## src/rtl/spi_fe_pkg.sv

```systemverilog
package spi_fe_pkg;

  // Pins as sampled from the pads, packed as {cs, sck, mosi, hold}.
  typedef struct packed {
    logic csn;
    logic sck;
    logic mosi;
    logic holdn;
  } spi_pins_t;

  localparam int unsigned PINS_W = $bits(spi_pins_t);

  // Reset value of the synchroniser: deselected, clock low, not held.
  localparam spi_pins_t PINS_IDLE = '{csn: 1'b1, sck: 1'b0, mosi: 1'b0, holdn: 1'b1};

endpackage

```

## src/rtl/spi_fe_sync.sv

```systemverilog
module spi_fe_sync #(
  parameter int unsigned    W       = 4,
  parameter int unsigned    STAGES  = 2,
  parameter logic [W-1:0]   RST_VAL = '0
) (
  input  logic         clk,
  input  logic         rst,
  input  logic [W-1:0] d,
  output logic [W-1:0] q
);

  logic [W-1:0] stg [STAGES];

  always_ff @(posedge clk) begin
    if (rst) begin
      for (int s = 0; s < STAGES; s++) stg[s] <= RST_VAL;
    end else begin
      stg[0] <= d;
      for (int s = 1; s < STAGES; s++) stg[s] <= stg[s-1];
    end
  end

  assign q = stg[STAGES-1];

endmodule

```

## src/rtl/spi_fe_ctrl.sv

```systemverilog
module spi_fe_ctrl (
  input  logic clk,
  input  logic rst,
  input  logic csn_s,
  input  logic sck_s,
  input  logic holdn_s,
  output logic rise_en,
  output logic fall_en,
  output logic paused,
  output logic oe
);

  logic sck_d;
  logic paused_q;
  logic paused_nxt;
  logic oe_q;

  // A pause request only changes state while the clock is low.
  always_comb begin
    if (csn_s)       paused_nxt = 1'b0;
    else if (!sck_s) paused_nxt = !holdn_s;
    else             paused_nxt = paused_q;
  end

  always_ff @(posedge clk) begin
    if (rst) begin
      sck_d    <= 1'b0;
      paused_q <= 1'b0;
      oe_q     <= 1'b0;
    end else begin
      sck_d    <= sck_s;
      paused_q <= paused_nxt;
      oe_q     <= !csn_s && !paused_nxt;
    end
  end

  assign rise_en = sck_s  && !sck_d && !csn_s && !paused_q;
  assign fall_en = !sck_s &&  sck_d && !csn_s && !paused_q;
  assign paused  = paused_q;
  assign oe      = oe_q;

endmodule

```

## src/rtl/spi_fe_shift.sv

```systemverilog
module spi_fe_shift #(
  parameter int unsigned DW    = 8,
  parameter int unsigned CNT_W = 8
) (
  input  logic             clk,
  input  logic             rst,
  input  logic             clr,
  input  logic             rise_en,
  input  logic             fall_en,
  input  logic             mosi_s,
  input  logic [DW-1:0]    tx_byte,
  output logic [DW-1:0]    rx_byte,
  output logic             rx_valid,
  output logic             rx_first,
  output logic [CNT_W-1:0] byte_cnt,
  output logic             miso
);

  localparam int unsigned          BW       = (DW > 1) ? $clog2(DW) : 1;
  localparam logic [BW-1:0]        BIT_LAST = BW'(DW - 1);
  localparam logic [CNT_W-1:0]     CNT_MAX  = '1;

  logic [BW-1:0]    bit_cnt;
  logic [DW-2:0]    rx_sr;
  logic [DW-1:0]    tx_sr;
  logic             load_pend;

  // Receive side: sample on the rising edge.
  always_ff @(posedge clk) begin
    if (rst || clr) begin
      bit_cnt   <= '0;
      rx_sr     <= '0;
      rx_valid  <= 1'b0;
      rx_first  <= 1'b0;
      byte_cnt  <= '0;
      if (rst) rx_byte <= '0;
    end else begin
      rx_valid <= 1'b0;
      if (rise_en) begin
        if (bit_cnt == BIT_LAST) begin
          bit_cnt  <= '0;
          rx_byte  <= {rx_sr, mosi_s};
          rx_valid <= 1'b1;
          rx_first <= (byte_cnt == '0);
          if (byte_cnt != CNT_MAX) byte_cnt <= byte_cnt + 1'b1;
        end else begin
          bit_cnt <= bit_cnt + 1'b1;
          rx_sr   <= {rx_sr[DW-3:0], mosi_s};
        end
      end
    end
  end

  // Transmit side: move on the falling edge; reload after a full byte.
  always_ff @(posedge clk) begin
    if (rst || clr) begin
      tx_sr     <= '0;
      load_pend <= 1'b0;
    end else begin
      if (rise_en && bit_cnt == BIT_LAST) begin
        load_pend <= 1'b1;
      end else if (fall_en) begin
        if (load_pend) begin
          tx_sr     <= tx_byte;
          load_pend <= 1'b0;
        end else begin
          tx_sr <= {tx_sr[DW-2:0], 1'b0};
        end
      end
    end
  end

  assign miso = tx_sr[DW-1];

endmodule

```

## src/rtl/spi_mem_frontend.sv

```systemverilog
module spi_mem_frontend #(
  parameter int unsigned DW          = 8,
  parameter int unsigned CNT_W       = 8,
  parameter int unsigned SYNC_STAGES = 2
) (
  input  logic             clk,
  input  logic             rst,
  input  logic             cs_n_i,
  input  logic             sck_i,
  input  logic             mosi_i,
  input  logic             hold_n_i,
  output logic             miso_o,
  output logic             miso_oe_o,
  input  logic [DW-1:0]    tx_byte_i,
  output logic [DW-1:0]    rx_byte_o,
  output logic             rx_valid_o,
  output logic             rx_first_o,
  output logic [CNT_W-1:0] byte_cnt_o
);

  import spi_fe_pkg::*;

  spi_pins_t pins_raw;
  spi_pins_t pins_s;
  logic      csn_s;
  logic      rise_en;
  logic      fall_en;
  logic      paused;

  assign pins_raw = '{csn: cs_n_i, sck: sck_i, mosi: mosi_i, holdn: hold_n_i};

  spi_fe_sync #(
    .W       (PINS_W),
    .STAGES  (SYNC_STAGES),
    .RST_VAL (PINS_IDLE)
  ) u_sync (
    .clk (clk),
    .rst (rst),
    .d   (pins_raw),
    .q   (pins_s)
  );

  assign csn_s = pins_s.csn;

  spi_fe_ctrl u_ctrl (
    .clk     (clk),
    .rst     (rst),
    .csn_s   (csn_s),
    .sck_s   (pins_s.sck),
    .holdn_s (pins_s.holdn),
    .rise_en (rise_en),
    .fall_en (fall_en),
    .paused  (paused),
    .oe      (miso_oe_o)
  );

  spi_fe_shift #(
    .DW    (DW),
    .CNT_W (CNT_W)
  ) u_shift (
    .clk      (clk),
    .rst      (rst),
    .clr      (csn_s),
    .rise_en  (rise_en),
    .fall_en  (fall_en),
    .mosi_s   (pins_s.mosi),
    .tx_byte  (tx_byte_i),
    .rx_byte  (rx_byte_o),
    .rx_valid (rx_valid_o),
    .rx_first (rx_first_o),
    .byte_cnt (byte_cnt_o),
    .miso     (miso_o)
  );

endmodule

```

## config.mk

```make
export PLATFORM = sky130hd
export DESIGN_NAME = spi_mem_frontend
export DESIGN_NICKNAME = d
export VERILOG_FILES = /design/src/rtl/spi_fe_pkg.sv /design/src/rtl/spi_fe_sync.sv /design/src/rtl/spi_fe_ctrl.sv /design/src/rtl/spi_fe_shift.sv /design/src/rtl/spi_mem_frontend.sv
export SDC_FILE = /design/constraint.sdc
export NUM_CORES = 1
export LEC_CHECK = 0
export ABC_AREA = 1
export BUFFER_PORTS_ARGS = -buffer_cell sky130_fd_sc_hd__buf_2
export CAP_MARGIN = 0
export CORE_MARGIN = 2
export CORE_UTILIZATION = 59
export DETAILED_ROUTE_END_ITERATION = 10
export GPL_TIMING_DRIVEN = 0
export PLACE_DENSITY_LB_ADDON = 0.08
export SLEW_MARGIN = 20
export SYNTH_ARGS = -nofsm -noshare
export SYNTH_HDL_FRONTEND = slang
export SYNTH_SLANG_ARGS = --single-unit
```

## constraint.sdc

```tcl
create_clock -name clk -period 4.24 [get_ports clk]
set_input_delay 0.424 -clock clk [delete_from_list [all_inputs] [get_ports clk]]
set_output_delay 0.424 -clock clk [all_outputs]
set_load 0.01 [all_outputs]
```

==> run_results.csv, run 1 <==
group,metric,value,unit
critical_path,critPathRequiredTime,4.34,ns
clocking,h-tree-depth,2,
min_path,hold_end,"u_sync.stg[0][3]",
sta,period_share,0.3793,
final_layout,area.sequential,1041,µm²
synthesis,ys_seq_area_frac,0.5203,
clocking,cts_resized,0,
final_layout,nFillCells,273,
critical_path,critPathKind,"reg -> reg",
final_layout,num_antenna_cells,0,
route,wl_per_cell,10.43,µm
synthesis,syn-num-nets,260,
critical_path,worstSetupStartpointType,"flop",
sta,min_period,1.608,ns
run,cap_violations,0,
sta,setup_viol,0,
route,drtAntennaViolNets,0,
placed_design,hpwl,2452,µm
clocking,cts_tree,"done",
placed_design,gp_congestion,0.8634,
sta,holdWs,0.2391,ns
synthesis,synthCells,242,
min_path,holdCritStartpoint,"cs_n_i",
critical_path,r2r_cells,5,
clocking,clock_latency,0.36,ns
critical_path,worstReg2RegStart,"u_shift.bit_cnt[0]",
synthesis,ys_ff_latch,48,
sta,grt_setup_unrepaired,"no",
run_status,status,"finished, final reports clean",
floorplan,die_w,62.23,µm
global_routing,grt_pass1_wl,6085,µm
clocking,post-cts-setup-buffer-count,0,
critical_path,reg2reg_setup_slack,2.63,ns
final_layout,multi_input_area,789.5,µm²
route,routed_via_density,4.766,
synthesis,netlist_area,2001,µm²
critical_path,crit_arrival,1.71,ns
power,cellLeakagePower,0.9046,nW
final_layout,syn_to_final_growth,14.38,%
placed_design,io_buffers,33,
sta,fin_tns_setup,0,ns
floorplan,die_area,3873,µm²
final_layout,nets,300,
floorplan,start_util,0.6091,
synthesis,synth_cell_types,26,
critical_path,r2r_end,"u_shift.rx_byte[5]",
route,vias,1568,
clocking,cts_buffer_depth,2,
route,routed_wl,3430,µm
route,post-route-drc-count,0,
floorplan,pin_count,34,
critical_path,worstPathMaxFanout,8,
route,first_pass_iters,4,
floorplan,core,3284,µm²
power,ir_drop,0.2341,mV
final_layout,drive_above_1_share,0.2261,
route,drt_first_iter_violations,109,
synthesis,synth_warnings,0,
sta,slew_headroom,0.7576,
sta,worst_clock_skew,0.006226,ns
clocking,hold_buffers,0,
sta,hold_viol,0,
sta,report.final.slew_viol_count,0,
clocking,clk_pin_slew,0.14,ns
global_routing,overflow,0,
critical_path,critPathCaptureType,"flop",
clocking,ctsRootBufferMaster,"clkbuf_4",
clocking,clock-sinks,48,
global_routing,grtUsageTotal,0.1972,
global_routing,grt_pass1_vias,1412,
sta,worst_slew_pin_slew,0.3635,ns
global_routing,grt_max_degree,16,
power,total_power,0.7255,mW
synthesis,syn_avg_cell_area,8.267,µm²
min_path,worstHoldPathCells,2,
min_path,hold_class,"in -> reg",
power,power.density,317.0,nW/µm²
clocking,cts-buffers-inserted,5,
floorplan,rows,21,
global_routing,grt_antenna_before_repair,0,
sta,max_clock_freq,621.7,MHz
floorplan,die-height,62.23,µm
[worst max-delay path, stage by stage (launching register included)]
cell and delay, ns:
dfxtp_1 0.35, ha_1 0.20, ha_1 0.22, inv_1 0.14, nor2_4 0.08, or2_2 0.37
[Yosys cell counts]
cell type	n	area (µm²)
dfxtp_1	40	800.8
nor2_1	36	135.1
inv_1	34	127.6
nand2_1	31	116.4
o21ai_0	27	135.1
a21oi_1	23	115.1
edfxtp_1	8	240.2
buf_2	6	30.03
nand3_1	6	30.03
or2_2	5	31.28
ha_1	4	50.05
nor2_4	3	33.78
o21ai_1	3	15.01
xor2_1	3	26.28
nand3_2	2	20.02
clkbuf_1	1	3.750
clkbuf_2	1	5.000
inv_2	1	3.750
nand2_2	1	6.260
nand2_4	1	11.26
nand3_4	1	17.52
nand3b_1	1	7.510
nor2_2	1	6.260
nor2_8	1	20.02
nor3_1	1	5.000
o21bai_1	1	7.510
[worst max-delay path by stage]
stage / startpoint / to / slack, ns / cells after the start
floorplan: u_shift.bit_cnt[0] / u_shift.rx_byte[0] / 2.75 / 5
global placement: u_shift.bit_cnt[0] / u_shift.rx_byte[4] / 2.66 / 5
detailed placement: u_shift.bit_cnt[0] / u_shift.rx_byte[4] / 2.65 / 5
CTS: u_shift.bit_cnt[0] / u_shift.rx_byte[4] / 2.63 / 5
global route: u_shift.bit_cnt[0] / u_shift.rx_sr[4] / 2.54 / 7
finish: u_shift.bit_cnt[0] / u_shift.rx_byte[5] / 2.63 / 5
[stage by stage]
step	instance area, µm²	util	instances	setup WS [ns]
floorplan	2001	-	242	2.751
global placement	2223	0.6770	321	2.663
detailed placement	2223	0.6770	321	2.655
CTS	2288	0.6968	329	2.626
global route	2288	0.6968	329	2.536
finish	2288	0.6968	329	2.632
[registers in the layout (all words and copies together) (netlist names)]
signal             count
u_shift.rx_first       1
u_ctrl.oe              1
u_shift.tx_sr          8
u_shift.rx_sr          7
u_shift.rx_valid       1
u_sync.stg             8
u_shift.rx_byte        8
u_ctrl.sck_d           1
u_shift.load_pend      1
u_shift.byte_cnt       8
u_ctrl.paused          1
u_shift.bit_cnt        3
[layer usage]
metal  vias to the layer above  GRT usage  wire [µm]
met5                         -          0          0
met2                        28     0.3098       1610
met4                         0    0.08333         17
met1                       691     0.2562       1652
met3                         2    0.05616        148
li1                        847          -          -
[cells in the final DEF (no fill, tap or decap), types with 2 or more instances in the layout]
cell type  synthesis  final
a21oi_1           23     23
buf_2              6     39
clkbuf_4           0      5
dfxtp_1           40     40
edfxtp_1           8      8
ha_1               4      4
inv_1             34     34
nand2_1           31     31
nand3_1            6      6
nand3_2            2      2
nor2_1            36     36
nor2_4             3      3
o21ai_0           27     27
o21ai_1            3      3
or2_2              5      5
xor2_1             3      3
[cell families (layout without fill, tap and decap cells)]
kind of cell	count (synthesis)	after routing	synth area share
compound gates	54	54	0.1363
xor+xnor	3	3	0.01314
fa+ha+maj	4	4	0.02502
buf+inv	43	84	0.08505
flops	48	48	0.5203
simple gates	90	90	0.2201
[report_power, final]
part / internal (mW) / switching [mW] / total [mW]
Clock: 0.0823 / 0.143 / 0.225
Combinational: 0.0119 / 0.0166 / 0.0285
Sequential: 0.469 / 0.00256 / 0.472
[final cells by class]
cell class	instances	area share
Sequential cell	48	0.4549
Multi-Input combinational cell	151	0.3450
Timing Repair Buffer	33	0.07217
Inverter	35	0.05741
Tap cell	46	0.02515
Clock buffer	6	0.02242
Buffer	8	0.01695
Clock inverter	2	0.006014
Note: power is estimated with default switching activity, not from simulation.
==> inputs of run 2 (changes only) <==
Settings changed: CORE_UTILIZATION 59 to 49.
Clock period 4.24 ns to 1.33 ns, I/O delays scaled along.
==> run 2 against run 1 <==
Against the previous run: non-clock buffer count grew 8; utilization shrank 8.1 points; fmax grew 21%; wire length grew 9.3%; global-route usage shrank 2.0 points.
==> run_results.csv, run 2 (same netlist as run 1, synthesis figures left out) <==
group,metric,value,unit
run_status,status,"finished, final reports clean",
min_path,holdCritStartpoint,"cs_n_i",
route,first_pass_iters,4,
sta,max_clock_freq,754.9,MHz
route,wl_per_cell,10.99,µm
sta,report.final.slew_viol_count,0,
floorplan,die_area,4610,µm²
clocking,cts_tree,"done",
final_layout,nFillCells,369,
global_routing,use_met3,0.05428,
critical_path,critPathKind,"reg -> reg",
route,drt_first_iter_violations,126,
route,vias,1637,
run,cap_violations,0,
final_layout,final_core_util,0.6163,
final_layout,multi_input_area,848.3,µm²
sta,setup_viol,0,
clocking,cts_buffer_depth,2,
clocking,clock-sinks,48,
power,comb_power_share,0.043,
final_layout,final_area,2447,µm²
power,ir_drop,0.7508,mV
floorplan,die-height,67.90,µm
critical_path,cpLargestDelayFamily,"flip-flops",
floorplan,pin_count,34,
sta,hold_viol,0,
placed_design,io_buffers,33,
placed_design,dpl_cell_area,2233,µm²
critical_path,critPathRequiredTime,1.34,ns
floorplan,die_w,67.90,µm
floorplan,rows,23,
global_routing,busiest_layer,"met2",
power,power.density,1000,nW/µm²
power,power.switching,0.5402,mW
final_layout,syn_to_final_growth,22.33,%
placed_design,hpwl,2554,µm
power,switching_share,0.2207,
sta,min_period,1.325,ns
placed_design,gp_congestion,0.8319,
clocking,h-tree-depth,2,
final_layout,num_antenna_cells,0,
power,seqPwrFrac,0.614,
sta,grt_setup_unrepaired,"yes",
placed_design,dp_cells,325,
clocking,clk_pin_slew,0.08,ns
power,total_power,2.448,mW
clocking,clock_latency,0.30,ns
route,routed_via_density,4.801,
final_layout,instances_no_fill,341,
final_layout,mostFrequentLayoutCell,"buf_2",
final_layout,mostFrequentLayoutCells,"buf_2, nor2_1, dfxtp_1, inv_1, nand2_1",
route,routed_wl,3749,µm
sta,worst_clock_skew,0.005759,ns
critical_path,crit_arrival,1.34,ns
power,cellLeakagePower,0.9456,nW
global_routing,grt.met1_usage,0.2341,
critical_path,worstReg2RegStart,"u_shift.bit_cnt[0]",
clocking,ctsRootBufferMaster,"clkbuf_8",
critical_path,max_stage_delay,0.36,ns
power,p_clk_frac,0.344,
power,power.internal,1.907,mW
critical_path,crit_top_cell,"ha_4",
global_routing,grt_pass1_wl,6023,µm
route,drtAntennaViolNets,0,
critical_path,worstPathMaxFanout,8,
sta,worst_slew_pin_slew,0.3859,ns
min_path,hold_class,"in -> reg",
sta,period_share,0.9960,
floorplan,core,3971,µm²
global_routing,overflow,0,
final_layout,drive_above_1_share,0.2887,
global_routing,grtUsageTotal,0.1770,
critical_path,cp_cell_sequence,"ha_4, ha_4, inv_4, nor2_4, or2_4",
sta,holdWs,0.01165,ns
final_layout,area.sequential,1047,µm²
critical_path,slowest_stage,"dfxtp_2",
placed_design,place_ws,-0.1079,ns
global_routing,grt_max_degree,15,
sta,fin_tns_setup,0,ns
global_routing,grt_antenna_before_repair,0,
final_layout,nets,308,
floorplan,start_util,0.5038,
route,post-route-drc-count,0,
critical_path,critPathLaunch,"u_shift.bit_cnt[0]",
critical_path,worstSetupStartpointType,"flop",
critical_path,cp_num_buf_inv,1,
clocking,cts-buffers-inserted,5,
sta,fin_ws,0.005362,ns
global_routing,grt_pass1_vias,1364,
global_routing,use_met2,0.2757,
sta,slew_headroom,0.7427,
critical_path,critPathCaptureType,"flop",
run 2: changes by cell type in the layout (fill, tap and decap cells not counted), sizes merged:
cell	change
inv	-1
buf	+8
clkinvlp	+1
run 2: worst paths after layout:
| kind | slack (ns) | depth (start not counted) | to |
|---|---|---|---|
| max | 0.005 | 5 | u_shift.rx_byte[2] |
| max reg2reg | 0.005 | 5 | u_shift.rx_byte[2] |
| min | 0.01 | 2 | u_sync.stg[0][3] |
| min reg2reg | 0.40 | 2 | u_sync.stg[0][6] |
run 2: area by class of cell:
class                   instances  share of cell area
multi-input cells             151              0.3466
clock inverters                 2            0.004601
well taps                      50             0.02556
plain buffers                   8             0.01840
clock buffers                   6             0.02965
repair buffers                 41             0.09254
inverters                      35             0.05470
flip-flops and latches         48              0.4279
run 2: metal layers:
metal	wire, µm	part of all wire
met1	1812	0.48
met2	1667	0.44
met3	218	0.058
met4	51	0.014
met5	0	0
run 2: repair_timing:
item / in CTS / in global routing
gates resized for setup: 11 / 10
endpoints found under the setup margin: 23 / 17
hold buffers: 0 / 0
pin swaps: 4 / 3
setup buffers: 6 / 1
gates cloned: 0 / 1
run 2: power groups by stage:
stage / clock [mW] / sequential (mW) / combinational (mW)
finish: 0.841 / 1.50 / 0.104
global route: 0.925 / 1.50 / 0.118
CTS: 0.867 / 1.50 / 0.103
detailed placement: 0 / 1.54 / 0.0936
global placement: 0 / 1.54 / 0.0924
floorplan: 0 / 1.54 / 0.0491
